### config.mk
export PLATFORM = sky130hd
export DESIGN_NAME = bsc_core
export DESIGN_NICKNAME = d
export VERILOG_FILES = /design/src/rtl/bsc_pkg.sv /design/src/rtl/bsc_regfile.sv /design/src/rtl/bsc_decode.sv /design/src/rtl/bsc_immgen.sv /design/src/rtl/bsc_alu.sv /design/src/rtl/bsc_core.sv
export SDC_FILE = /design/constraint.sdc
export NUM_CORES = 2
export LEC_CHECK = 0
export CORE_MARGIN = 2
export CORE_UTILIZATION = 38
export DETAILED_ROUTE_END_ITERATION = 7
export MAX_ROUTING_LAYER = met4
export REMOVE_ABC_BUFFERS = 1
export SETUP_SLACK_MARGIN = 0.05
export SYNTH_ARGS = -nofsm -noshare
export SYNTH_HDL_FRONTEND = slang
export SYNTH_SLANG_ARGS = --single-unit
### constraint.sdc
create_clock -name clk -period 14 [get_ports clk]
set_input_delay 2.8 -clock clk [delete_from_list [all_inputs] [get_ports clk]]
set_output_delay 2.8 -clock clk [all_outputs]
set_load 0.01 [all_outputs]
### src/rtl/bsc_pkg.sv
package bsc_pkg;

   localparam int ILEN = 32;

   localparam logic [6:0] OPC_OP     = 7'b0110011;
   localparam logic [6:0] OPC_OPIMM  = 7'b0010011;
   localparam logic [6:0] OPC_LUI    = 7'b0110111;
   localparam logic [6:0] OPC_LOAD   = 7'b0000011;
   localparam logic [6:0] OPC_STORE  = 7'b0100011;
   localparam logic [6:0] OPC_BRANCH = 7'b1100011;
   localparam logic [6:0] OPC_JAL    = 7'b1101111;
   localparam logic [6:0] OPC_JALR   = 7'b1100111;

   typedef enum logic [3:0] {
      ST_F0, ST_F1, ST_F2, ST_F3,
      ST_DEC, ST_EXE,
      ST_M0, ST_M1, ST_M2, ST_M3,
      ST_WB, ST_HALT
   } bsc_state_e;

   typedef enum logic [3:0] {
      K_ADD, K_SUB, K_ADDI, K_LUI, K_LW, K_SW, K_BLT, K_JAL, K_JALR, K_BAD
   } bsc_kind_e;

   typedef enum logic [2:0] {F_R, F_I, F_S, F_B, F_U, F_J} bsc_fmt_e;

   typedef struct packed {
      bsc_kind_e kind;
      logic      wr_rd;
      logic      mem;
   } bsc_dec_t;

endpackage

### src/rtl/bsc_regfile.sv
module bsc_regfile #(
   parameter int XLEN  = 32,
   parameter int NREGS = 32,
   parameter int NRD   = 3,
   localparam int AW   = $clog2(NREGS)
) (
   input  logic                     clk,
   input  logic                     rst_n,
   input  logic                     we,
   input  logic [AW-1:0]            waddr,
   input  logic [XLEN-1:0]          wdata,
   input  logic [NRD-1:0][AW-1:0]   raddr,
   output logic [NRD-1:0][XLEN-1:0] rdata
);

   if ((1 << AW) != NREGS) begin : g_bad_depth
      $error("bsc_regfile: NREGS must be a power of two");
   end

   logic [XLEN-1:0] store [NREGS];

   always_ff @(posedge clk or negedge rst_n) begin
      if (!rst_n) begin
         for (int i = 0; i < NREGS; i++) store[i] <= '0;
      end else if (we && (waddr != '0)) begin
         store[waddr] <= wdata;
      end
   end

   for (genvar p = 0; p < NRD; p++) begin : g_rd
      assign rdata[p] = (raddr[p] == '0) ? '0 : store[raddr[p]];
   end

endmodule

### src/rtl/bsc_decode.sv
module bsc_decode
   import bsc_pkg::*;
(
   input  logic [6:0] opc,
   input  logic       alt,
   output bsc_dec_t   dec,
   output bsc_fmt_e   fmt
);

   always_comb begin
      dec = '{kind: K_BAD, wr_rd: 1'b0, mem: 1'b0};
      fmt = F_R;
      case (opc)
         OPC_OP: begin
            dec.kind  = alt ? K_SUB : K_ADD;
            dec.wr_rd = 1'b1;
            fmt       = F_R;
         end
         OPC_OPIMM: begin
            dec.kind  = K_ADDI;
            dec.wr_rd = 1'b1;
            fmt       = F_I;
         end
         OPC_LUI: begin
            dec.kind  = K_LUI;
            dec.wr_rd = 1'b1;
            fmt       = F_U;
         end
         OPC_LOAD: begin
            dec.kind  = K_LW;
            dec.wr_rd = 1'b1;
            dec.mem   = 1'b1;
            fmt       = F_I;
         end
         OPC_STORE: begin
            dec.kind = K_SW;
            dec.mem  = 1'b1;
            fmt      = F_S;
         end
         OPC_BRANCH: begin
            dec.kind = K_BLT;
            fmt      = F_B;
         end
         OPC_JAL: begin
            dec.kind  = K_JAL;
            dec.wr_rd = 1'b1;
            fmt       = F_J;
         end
         OPC_JALR: begin
            dec.kind  = K_JALR;
            dec.wr_rd = 1'b1;
            fmt       = F_I;
         end
         default: begin
            dec.kind = K_BAD;
         end
      endcase
   end

endmodule

### src/rtl/bsc_immgen.sv
module bsc_immgen
   import bsc_pkg::*;
#(
   parameter int XLEN = 32
) (
   input  logic [31:7]     ir,
   input  bsc_fmt_e        fmt,
   output logic [XLEN-1:0] imm
);

   if (XLEN < 32) begin : g_bad_xlen
      $error("bsc_immgen: XLEN must be at least 32");
   end

   always_comb begin
      case (fmt)
         F_I: imm = {{(XLEN-12){ir[31]}}, ir[31:20]};
         F_S: imm = {{(XLEN-12){ir[31]}}, ir[31:25], ir[11:7]};
         F_B: imm = {{(XLEN-13){ir[31]}}, ir[31], ir[7], ir[30:25], ir[11:8], 1'b0};
         F_U: imm = {{(XLEN-32){ir[31]}}, ir[31:12], 12'b0};
         F_J: imm = {{(XLEN-21){ir[31]}}, ir[31], ir[19:12], ir[20], ir[30:21], 1'b0};
         default: imm = '0;
      endcase
   end

endmodule

### src/rtl/bsc_alu.sv
module bsc_alu #(
   parameter int XLEN       = 32,
   parameter bit SHARED_CMP = 1'b1
) (
   input  logic [XLEN-1:0] op_a,
   input  logic [XLEN-1:0] op_b,
   input  logic            sub,
   output logic [XLEN-1:0] sum,
   output logic            lt
);

   logic [XLEN-1:0] b_eff;

   assign b_eff = sub ? ~op_b : op_b;
   assign sum   = op_a + b_eff + XLEN'(sub);

   if (SHARED_CMP) begin : g_cmp_shared
      // Signed less-than taken from the difference; valid while sub is high.
      assign lt = (op_a[XLEN-1] ^ op_b[XLEN-1]) ? op_a[XLEN-1] : sum[XLEN-1];
   end else begin : g_cmp_sep
      assign lt = $signed(op_a) < $signed(op_b);
   end

endmodule

### src/rtl/bsc_core.sv
module bsc_core
   import bsc_pkg::*;
#(
   parameter int              XLEN       = 32,
   parameter int              NREGS      = 32,
   parameter logic [XLEN-1:0] RESET_PC   = '0,
   parameter bit              SHARED_CMP = 1'b1,
   localparam int             RIDX       = $clog2(NREGS)
) (
   input  logic            clk,
   input  logic            rst_n,
   output logic [XLEN-1:0] mem_addr,
   output logic            mem_rd,
   output logic            mem_wr,
   output logic [7:0]      mem_wdata,
   input  logic [7:0]      mem_rdata,
   output logic            halted,
   input  logic [RIDX-1:0] dbg_sel,
   output logic [XLEN-1:0] dbg_data
);

   localparam int              BYTES = ILEN / 8;
   localparam logic [XLEN-1:0] STEP  = XLEN'(BYTES);

   if (XLEN != 32) begin : g_bad_xlen
      $error("bsc_core: only XLEN = 32 is supported");
   end
   if (NREGS != 32) begin : g_bad_nregs
      $error("bsc_core: register file must hold 32 entries");
   end

   bsc_state_e      state;
   logic [XLEN-1:0] pc;
   logic [ILEN-1:0] ir;
   bsc_dec_t        dec, dec_q;
   bsc_fmt_e        fmt;
   logic [XLEN-1:0] imm, imm_q;
   logic [XLEN-1:0] a_q, b_q;
   logic [XLEN-1:0] res_q, npc_q, addr_q;

   logic [1:0]                byte_idx;
   logic                      in_fetch, in_mem;
   logic [2:0][RIDX-1:0]      rf_ra;
   logic [2:0][XLEN-1:0]      rf_rd;
   logic                      rf_we;
   logic [XLEN-1:0]           alu_b, alu_sum;
   logic                      alu_sub, alu_lt;
   logic [XLEN-1:0]           pc_rel, pc_inc;
   logic [XLEN-1:0]           exe_res, exe_npc;

   // ---------------- decode and operand sources ----------------
   bsc_decode u_dec (
      .opc (ir[6:0]),
      .alt (ir[30]),
      .dec (dec),
      .fmt (fmt)
   );

   bsc_immgen #(.XLEN(XLEN)) u_imm (
      .ir  (ir[31:7]),
      .fmt (fmt),
      .imm (imm)
   );

   assign rf_ra[0] = ir[19:15];
   assign rf_ra[1] = ir[24:20];
   assign rf_ra[2] = dbg_sel;
   assign rf_we    = (state == ST_WB) && dec_q.wr_rd;

   bsc_regfile #(.XLEN(XLEN), .NREGS(NREGS), .NRD(3)) u_rf (
      .clk   (clk),
      .rst_n (rst_n),
      .we    (rf_we),
      .waddr (ir[11:7]),
      .wdata (res_q),
      .raddr (rf_ra),
      .rdata (rf_rd)
   );

   assign dbg_data = rf_rd[2];

   // ---------------- execute datapath ----------------
   always_comb begin
      alu_sub = (dec_q.kind == K_SUB) || (dec_q.kind == K_BLT);
      alu_b   = (dec_q.kind inside {K_ADD, K_SUB, K_BLT}) ? b_q : imm_q;
   end

   bsc_alu #(.XLEN(XLEN), .SHARED_CMP(SHARED_CMP)) u_alu (
      .op_a (a_q),
      .op_b (alu_b),
      .sub  (alu_sub),
      .sum  (alu_sum),
      .lt   (alu_lt)
   );

   assign pc_rel = pc + imm_q;
   assign pc_inc = pc + STEP;

   always_comb begin
      case (dec_q.kind)
         K_LUI:         exe_res = imm_q;
         K_JAL, K_JALR: exe_res = pc_inc;
         default:       exe_res = alu_sum;
      endcase
      case (dec_q.kind)
         K_BLT:   exe_npc = alu_lt ? pc_rel : pc_inc;
         K_JAL:   exe_npc = pc_rel;
         K_JALR:  exe_npc = {alu_sum[XLEN-1:1], 1'b0};
         default: exe_npc = pc_inc;
      endcase
   end

   // ---------------- byte port ----------------
   always_comb begin
      case (state)
         ST_F1, ST_M1: byte_idx = 2'd1;
         ST_F2, ST_M2: byte_idx = 2'd2;
         ST_F3, ST_M3: byte_idx = 2'd3;
         default:      byte_idx = 2'd0;
      endcase
   end

   assign in_fetch  = state inside {ST_F0, ST_F1, ST_F2, ST_F3};
   assign in_mem    = state inside {ST_M0, ST_M1, ST_M2, ST_M3};
   assign mem_rd    = in_fetch || (in_mem && (dec_q.kind == K_LW));
   assign mem_wr    = in_mem && (dec_q.kind == K_SW);
   assign mem_addr  = (in_mem ? addr_q : pc) + XLEN'(byte_idx);
   assign mem_wdata = b_q[{byte_idx, 3'b000} +: 8];
   assign halted    = (state == ST_HALT);

   // ---------------- sequencer ----------------
   always_ff @(posedge clk or negedge rst_n) begin
      if (!rst_n) begin
         state  <= ST_F0;
         pc     <= RESET_PC;
         ir     <= '0;
         dec_q  <= '0;
         imm_q  <= '0;
         a_q    <= '0;
         b_q    <= '0;
         res_q  <= '0;
         npc_q  <= '0;
         addr_q <= '0;
      end else begin
         case (state)
            ST_F0: begin ir[{byte_idx, 3'b000} +: 8] <= mem_rdata; state <= ST_F1; end
            ST_F1: begin ir[{byte_idx, 3'b000} +: 8] <= mem_rdata; state <= ST_F2; end
            ST_F2: begin ir[{byte_idx, 3'b000} +: 8] <= mem_rdata; state <= ST_F3; end
            ST_F3: begin ir[{byte_idx, 3'b000} +: 8] <= mem_rdata; state <= ST_DEC; end
            ST_DEC: begin
               dec_q <= dec;
               imm_q <= imm;
               a_q   <= rf_rd[0];
               b_q   <= rf_rd[1];
               state <= (dec.kind == K_BAD) ? ST_HALT : ST_EXE;
            end
            ST_EXE: begin
               res_q  <= exe_res;
               npc_q  <= exe_npc;
               addr_q <= alu_sum;
               state  <= dec_q.mem ? ST_M0 : ST_WB;
            end
            ST_M0, ST_M1, ST_M2, ST_M3: begin
               if (dec_q.kind == K_LW) res_q[{byte_idx, 3'b000} +: 8] <= mem_rdata;
               case (state)
                  ST_M0:   state <= ST_M1;
                  ST_M1:   state <= ST_M2;
                  ST_M2:   state <= ST_M3;
                  default: state <= ST_WB;
               endcase
            end
            ST_WB: begin
               pc    <= npc_q;
               state <= ST_F0;
            end
            default: state <= ST_HALT;
         endcase
      end
   end

endmodule

== After elaboration in Yosys (flattened, before gate mapping) ==
Index checks and enable logic that the tools add are counted.
Word-level totals
  register bits after elaboration: 1290
  input port bits: 15
  word-level logic and storage cells: 161
  output and inout bits: 75
Operators by class
  bitwise logic cells: 6
  add/subtract/negate cells: 6
  reduce and logical (&&, ||, !) cells: 27
  $lt $le $gt $ge: 5
  shift operators: 3
  eq/ne operators: 33
  muxes and demuxes: 37
Operators with widths (number)
  $bwmux W1024: 1
  $bmux W32 S5: 3
  $mux W32: 15
  $demux W32 S5: 1
  $pmux W32 S5: 1
  $pmux W32 S2: 2
  $pmux W32 S3: 1
  $add A32 B32 Y32: 2
  $bwmux W32: 2
  $pmux W4 S8: 2
  $add A32 B1 Y32: 1
  $add A32 B2 Y32: 1
  $add A32 B3 Y32 const B: 1
  $eq A4 B3 Y1 const B: 8
  $not A32 Y32: 1
  $shift A8 B7 Y32 const A: 1
  $shiftx A32 B6 Y8: 1
  $shiftx A8 B7 Y32: 1
  $eq A4 B4 Y1 const B: 6
  $ge A6 B6 Y1 const B: 4
  $not A5 Y6: 4
  $eq A7 B6 Y1 const B: 3
  $eq A7 B7 Y1 const B: 3
  $logic_not A5 Y1: 3
  other kinds (28): 49

== Depth between registers and ports, before layout ==
  depth in word-level cells: 10
  mapped depth: 21
  depth with buffers taken out: 16

== By module ==
Synthesis repeated with hierarchy kept, for this count alone.
Second synthesis, totals
  cells, all modules: 6224
  area total of the unflattened synthesis: 80765.0 um2
Modules (own cells, without submodules)
  bsc_regfile: area an instance 62284.7 um2, sequential area each 25624.6 um2, cells an instance 4209, instances 1
  bsc_core: area an instance 15673.8 um2, sequential area each 6656.4 um2, cells an instance 1622, instances 1
  bsc_alu: area an instance 2147.1 um2, sequential area each 0.0 um2, cells an instance 287, instances 1
  bsc_immgen: area an instance 390.4 um2, sequential area each 0.0 um2, cells an instance 66, instances 1
  bsc_decode: area an instance 269.0 um2, sequential area each 0.0 um2, cells an instance 40, instances 1

== Least setup slack after synthesis ==
Ideal clock, no wire load.
  path kind: input to output
  start point: in dbg_sel[0]
  end point: out dbg_data[10]
  buffers on the path: 4
  required time: 11200 ps
  slack: 5889 ps
  stages on the path: 8
  arrival: 5311 ps
  cell sequence: clkbuf_1 > buf_1 > buf_1 > mux4_2 > mux4_2 > mux2i_1 > nor2_1 > buf_4
RTL lines
  start, declared: line bsc_core.sv:18  | input logic [RIDX-1:0] dbg_sel,
  end, declared: line bsc_core.sv:19  | output logic [XLEN-1:0] dbg_data

== Worst setup path in the final report ==
  start point: in dbg_sel[0]
  end point: out dbg_data[6]
Between the ends
  cells in the longest elaborated chain, start to end: 5
  elaborated cells on any way between the ends: 6
  those cells by class: 4 x mux; 1 x bitwise; 1 x reduce/logical
Ends and longest elaborated chain
  $not A5 Y6 (implied by the code): line bsc_regfile.sv:31  | assign rdata[p] = (raddr[p] == '0) ? '0 : store[raddr[p]];
  $bmux W32 S5: line bsc_regfile.sv:31
  $mux W32 (implied by the code) (2 in series): line bsc_regfile.sv:31
  $mux W32 *: line bsc_regfile.sv:31
Every way passes the cells marked *; elsewhere a longest branch is shown, timed or not. The select of a mux whose other input is x is not followed.

==> reports/metrics.sh <==
SYNTH-SEQ-AREA-SHARE_PCT=40.5
POST-DP-HPWL_MICRONS=160000
CTS_MADE_BUFFERS=146
DETAILEDPLACE.WORSTSLACK_PS=4060
WIRE_LENGTH_OF_THE_FIRST_GLOBAL_ROUTING_PASS_MICRONS=392000
GROUTE.USAGE.OVERALL_PCT=26.0
CHIPHEIGHT_MICRONS=462
REG2REG_SETUP_SLACK_PS=8080
CTS.HOLD.BUFFERS_ADDED=0
GRT_ANTENNA_BEFORE_REPAIR=6
SYNTH-WARNING-COUNT=0
CLOCK_TREE_FROM_TRITONCTS='done'
WORST_MAX_SLEW_PIN_SLEW_PS=1320
FP.COREAREA_SQ_MM=0.209
SLOWEST_STAGE_DELAY_CP_PS=850
WL_PER_CELL_MICRONS=31.6
WORST_PATH_DOMINANT_CELL_FAMILY='buffers and inverters'
HOLD_PATH_END='u_rf.store[1009]$_DFFE_PN0P_'
WORST_IR_DROP_VDD_mV=0.171
DIE_X_EXTENT_MICRONS=462
FINALWEIGHTEDCONGESTION=0.915
GRT_OVERFLOW_TOTAL=0
PLACEMENT_ROWS=168
LAYOUT_WORST_PATH_CYCLE_SHARE_PCT=70.6
WORST_SLACK_PS=4120
FINAL.SETUP_SKEW_PS=52.6
HOLDCRITPATHCLASS='reg2reg'
WORST_SETUP_HOLD_PATH_CLK_SLEW_PS=50
TIMING.FINAL.HOLD_VIOLATIONS=0
TIMING.SETUP.TNS_PS=0
FIN_UTIL_PCT=42.1
SYNTH_EDF_COUNT=0
NUM-NETS-FINAL=5664
NETLIST.AREA_LEADER.SHARE_PCT=40.5
CTS_RESIZED=0
SETUP-VIOLATIONS-FINAL=0
SYNTH_AREA_LEADER_CELL='sky130_fd_sc_hd__dfrtp_1'
SYNTH_CELL_TYPES=92
ASYNCSETRESETFLOPFRACSYNTH_PCT=100
POWER.LEAKAGE_nW=37.5
ENDPOINT_KIND='output pin'
CTS-ROOT-TO-SINK-BUFFERS=3
TIMING.CRITICAL_PATH.FROM_TYPE='input port'
SYNTH_TOP_FLOP_CELL='sky130_fd_sc_hd__dfrtp_1'
TIMING_MAX_TRANSITION_VIOLATIONS_FINAL=0
BOUNDARYPINS=90
CLK_ROOT_BUFFER_CELL='sky130_fd_sc_hd__clkbuf_16'
PATH_MAX_FANOUT=45
PORT_BUFFERS=89
NETLIST_TOP_CELLS_AREA='sky130_fd_sc_hd__dfrtp_1 41%, sky130_fd_sc_hd__mux4_2 25%, sky130_fd_sc_hd__mux2_2 16%'
TIMING.MAX_SLEW.REL_SLACK_PCT=11.9
WORST_HOLD_STARTPOINT='u_rf.store[1009]$_DFFE_PN0P_'
MAXIMUM_NUMBER_OF_PINS_ON_ONE_NET_BEFORE_GLOBAL_ROUTE_REPAIR=168
CRITICAL_PATH_DEPTH=8
LAYOUT-AREA-OVERHEAD-VS-SYNTH_PCT=10.4
RR_WORST_DEPTH=18
POST-CTS-SETUP-BUFFER-COUNT=0
FLOORPLAN.INITIALDENSITY_PCT=38.1
CRITICAL_PATH_BUF_INV_COUNT=4
DRV.MAX_CAP_VIOLATION_COUNT=0
LENGTH_OF_THE_FIRST_DETAILED_ROUTING_PASS_IN_ITERATIONS=6
GRT_PASS1_VIAS=54200
MAXCLOCKFREQUENCY_MHz=101
WORST-SETUP-PATH-TYPE='in2out'
ROUTED_VIAS=54700
POWER_PER_CELL_AREA_mW_PER_MM2=155
SYNTH.CELL_AREA_SQ_MM=0.0797
PERIOD_MINUS_SLACK_PS=9880
POST_ROUTE_CELLS_DRIVE_ABOVE_1_SHARE_PCT=43.6
WORSTPATHREQUIRED_PS=11200
CRITICAL_PATH.REG2REG.ENDPOINT='npc_q[31]$_DFFE_PN0P_'
CP_CELL_SEQUENCE='buf_8 -> buf_4 -> buf_4 -> mux4_2 -> mux4_2 -> mux2i_1 -> nor2_1 -> clkdlybuf4s50_1'
DRT-INITIAL-DRC-COUNT=5744
UNREPAIRED_SETUP_ENDPOINTS_AFTER_GLOBAL_ROUTING='false'
WORSTSKEWPAIRLATENCY_PS=830
ROUTED_ANTENNA_NETS=0
DRC=0
TOTAL_DIE_AREA_SQ_MM=0.213
HOLD_DEPTH=0
CRIT-REG2REG-LAUNCH='dec_q[4]$_DFFE_PN0P_'
TOTALWIRELENGTH_MICRONS=269000
CTS_HTREE_LEVELS=4
SYN_AVG_CELL_AREA_SQ_UM=13.6
STATUS='finished clean'
WORST_PATH_MAX_DELAY_CELL='sky130_fd_sc_hd__buf_4'
SYNTHESIS.INSTANCES=5850
NUMCLOCKSINKS=1290
POST_DRT_VIA_CELL_RATIO=6.43
WORST_EP_ARRIVAL_TIME_PS=7080
POSTSYNTHREGISTERBITS=1290
-- synthesized netlist by cell type (69+ instances only) --
| master | instances |
|---|---|
| sky130_fd_sc_hd__dfrtp_1 | 1290 |
| sky130_fd_sc_hd__mux2_2 | 1135 |
| sky130_fd_sc_hd__mux4_2 | 896 |
| sky130_fd_sc_hd__clkbuf_1 | 476 |
| sky130_fd_sc_hd__nand2_1 | 338 |
| sky130_fd_sc_hd__nor2_1 | 223 |
| sky130_fd_sc_hd__a21oi_1 | 151 |
| sky130_fd_sc_hd__o21ai_0 | 135 |
| sky130_fd_sc_hd__buf_1 | 104 |
| sky130_fd_sc_hd__mux2i_1 | 103 |
| sky130_fd_sc_hd__xnor2_1 | 96 |
| sky130_fd_sc_hd__o22ai_1 | 77 |
| sky130_fd_sc_hd__nor2b_1 | 69 |
-- cell usage in the layout, fill, tap and decap left out, types with 30 or more instances in the layout --
cell / instances
sky130_fd_sc_hd__a21o_1: 45
sky130_fd_sc_hd__a22o_1: 32
sky130_fd_sc_hd__a221oi_1: 30
sky130_fd_sc_hd__clkbuf_16: 149
sky130_fd_sc_hd__ha_1: 68
sky130_fd_sc_hd__nor2b_1: 68
sky130_fd_sc_hd__nor2_1: 197
sky130_fd_sc_hd__nand2_1: 335
sky130_fd_sc_hd__buf_4: 116
sky130_fd_sc_hd__mux2i_1: 103
sky130_fd_sc_hd__clkbuf_8: 32
sky130_fd_sc_hd__a21oi_1: 150
sky130_fd_sc_hd__a22oi_1: 37
sky130_fd_sc_hd__mux4_2: 896
sky130_fd_sc_hd__mux2_2: 1135
sky130_fd_sc_hd__xnor2_1: 96
sky130_fd_sc_hd__o22ai_1: 77
sky130_fd_sc_hd__o21ai_0: 135
sky130_fd_sc_hd__clkdlybuf4s50_1: 83
sky130_fd_sc_hd__dfrtp_1: 1280
sky130_fd_sc_hd__xor2_1: 59
sky130_fd_sc_hd__o31ai_1: 62
sky130_fd_sc_hd__nand3_1: 38
-- power by group --
group / switching [mW] / internal (mW)
clock: 1.69 / 2.31
combinational: 2.79 / 1.70
sequential: 1.08 / 4.03
-- state kept, by name, summed over array words and instances (netlist names) --
signal / count
state: 4
u_rf.store: 1024
b_q: 32
res_q: 32
ir: 32
npc_q: 32
imm_q: 32
addr_q: 32
a_q: 32
pc: 32
dec_q: 6
-- metrics by stage --
step | hold slack, ps | std cells | area [sq um] | power (mW)
final | 407 | 8506 | 88000 | 13.6
after global routing | 426 | 8503 | 87900 | 14.1
after CTS | 414 | 8501 | 87900 | 13.6
after detailed placement | 402 | 8235 | 82900 | 9.59
after global placement | 396 | 8235 | 82900 | 9.55
after floorplan | 381 | 5219 | 77200 | 7.57
-- worst max-delay path by stage --
stage                       start                  to  slack (ps)
2_1_floorplan  ir[20]$_DFFE_PN0P_  b_q[7]$_DFFE_PN0P_        -730
3_3_place_gp           dbg_sel[0]         dbg_data[6]        4090
3_5_place_dp           dbg_sel[0]         dbg_data[6]        4060
4_1_cts                dbg_sel[0]         dbg_data[6]        4060
5_1_grt                dbg_sel[0]         dbg_data[6]        3870
6_report               dbg_sel[0]         dbg_data[6]        4120
-- routing by layer --
layer | wire, microns | vias up | part of all wire [%] | global-route usage [%]
li1 | - | 22100 | - | -
met1 | 109000 | 29200 | 41 | 34.1
met3 | 22600 | 672 | 8.4 | 5.32
met5 | 0 | - | 0 | -
met2 | 124000 | 2685 | 46 | 39.0
met4 | 13600 | 0 | 5.1 | 11.5
-- cells by family after synthesis --
kind of cell | after synthesis | share of synthesized area (%)
buffers and inverters | 655 | 3.29
flip-flops | 1290 | 40.5
AO/OA/AOI/OAI | 703 | 5.78
AND/OR/NAND/NOR | 837 | 4.87
multiplexers | 2137 | 42.7
adder cells (fa/ha/maj) | 73 | 1.17
XOR/XNOR | 155 | 1.70
-- final cells by class --
class,count,area (sq um)
tap,2805,3510
clock buffer,208,4270
multi-input combinational,3905,45100
antenna,5,12.5
inverter,24,90.1
fill,19100,121000
timing repair buffer,211,1930
clock inverter,58,724
sequential,1290,32300
(Power assumes the default switching activity.)
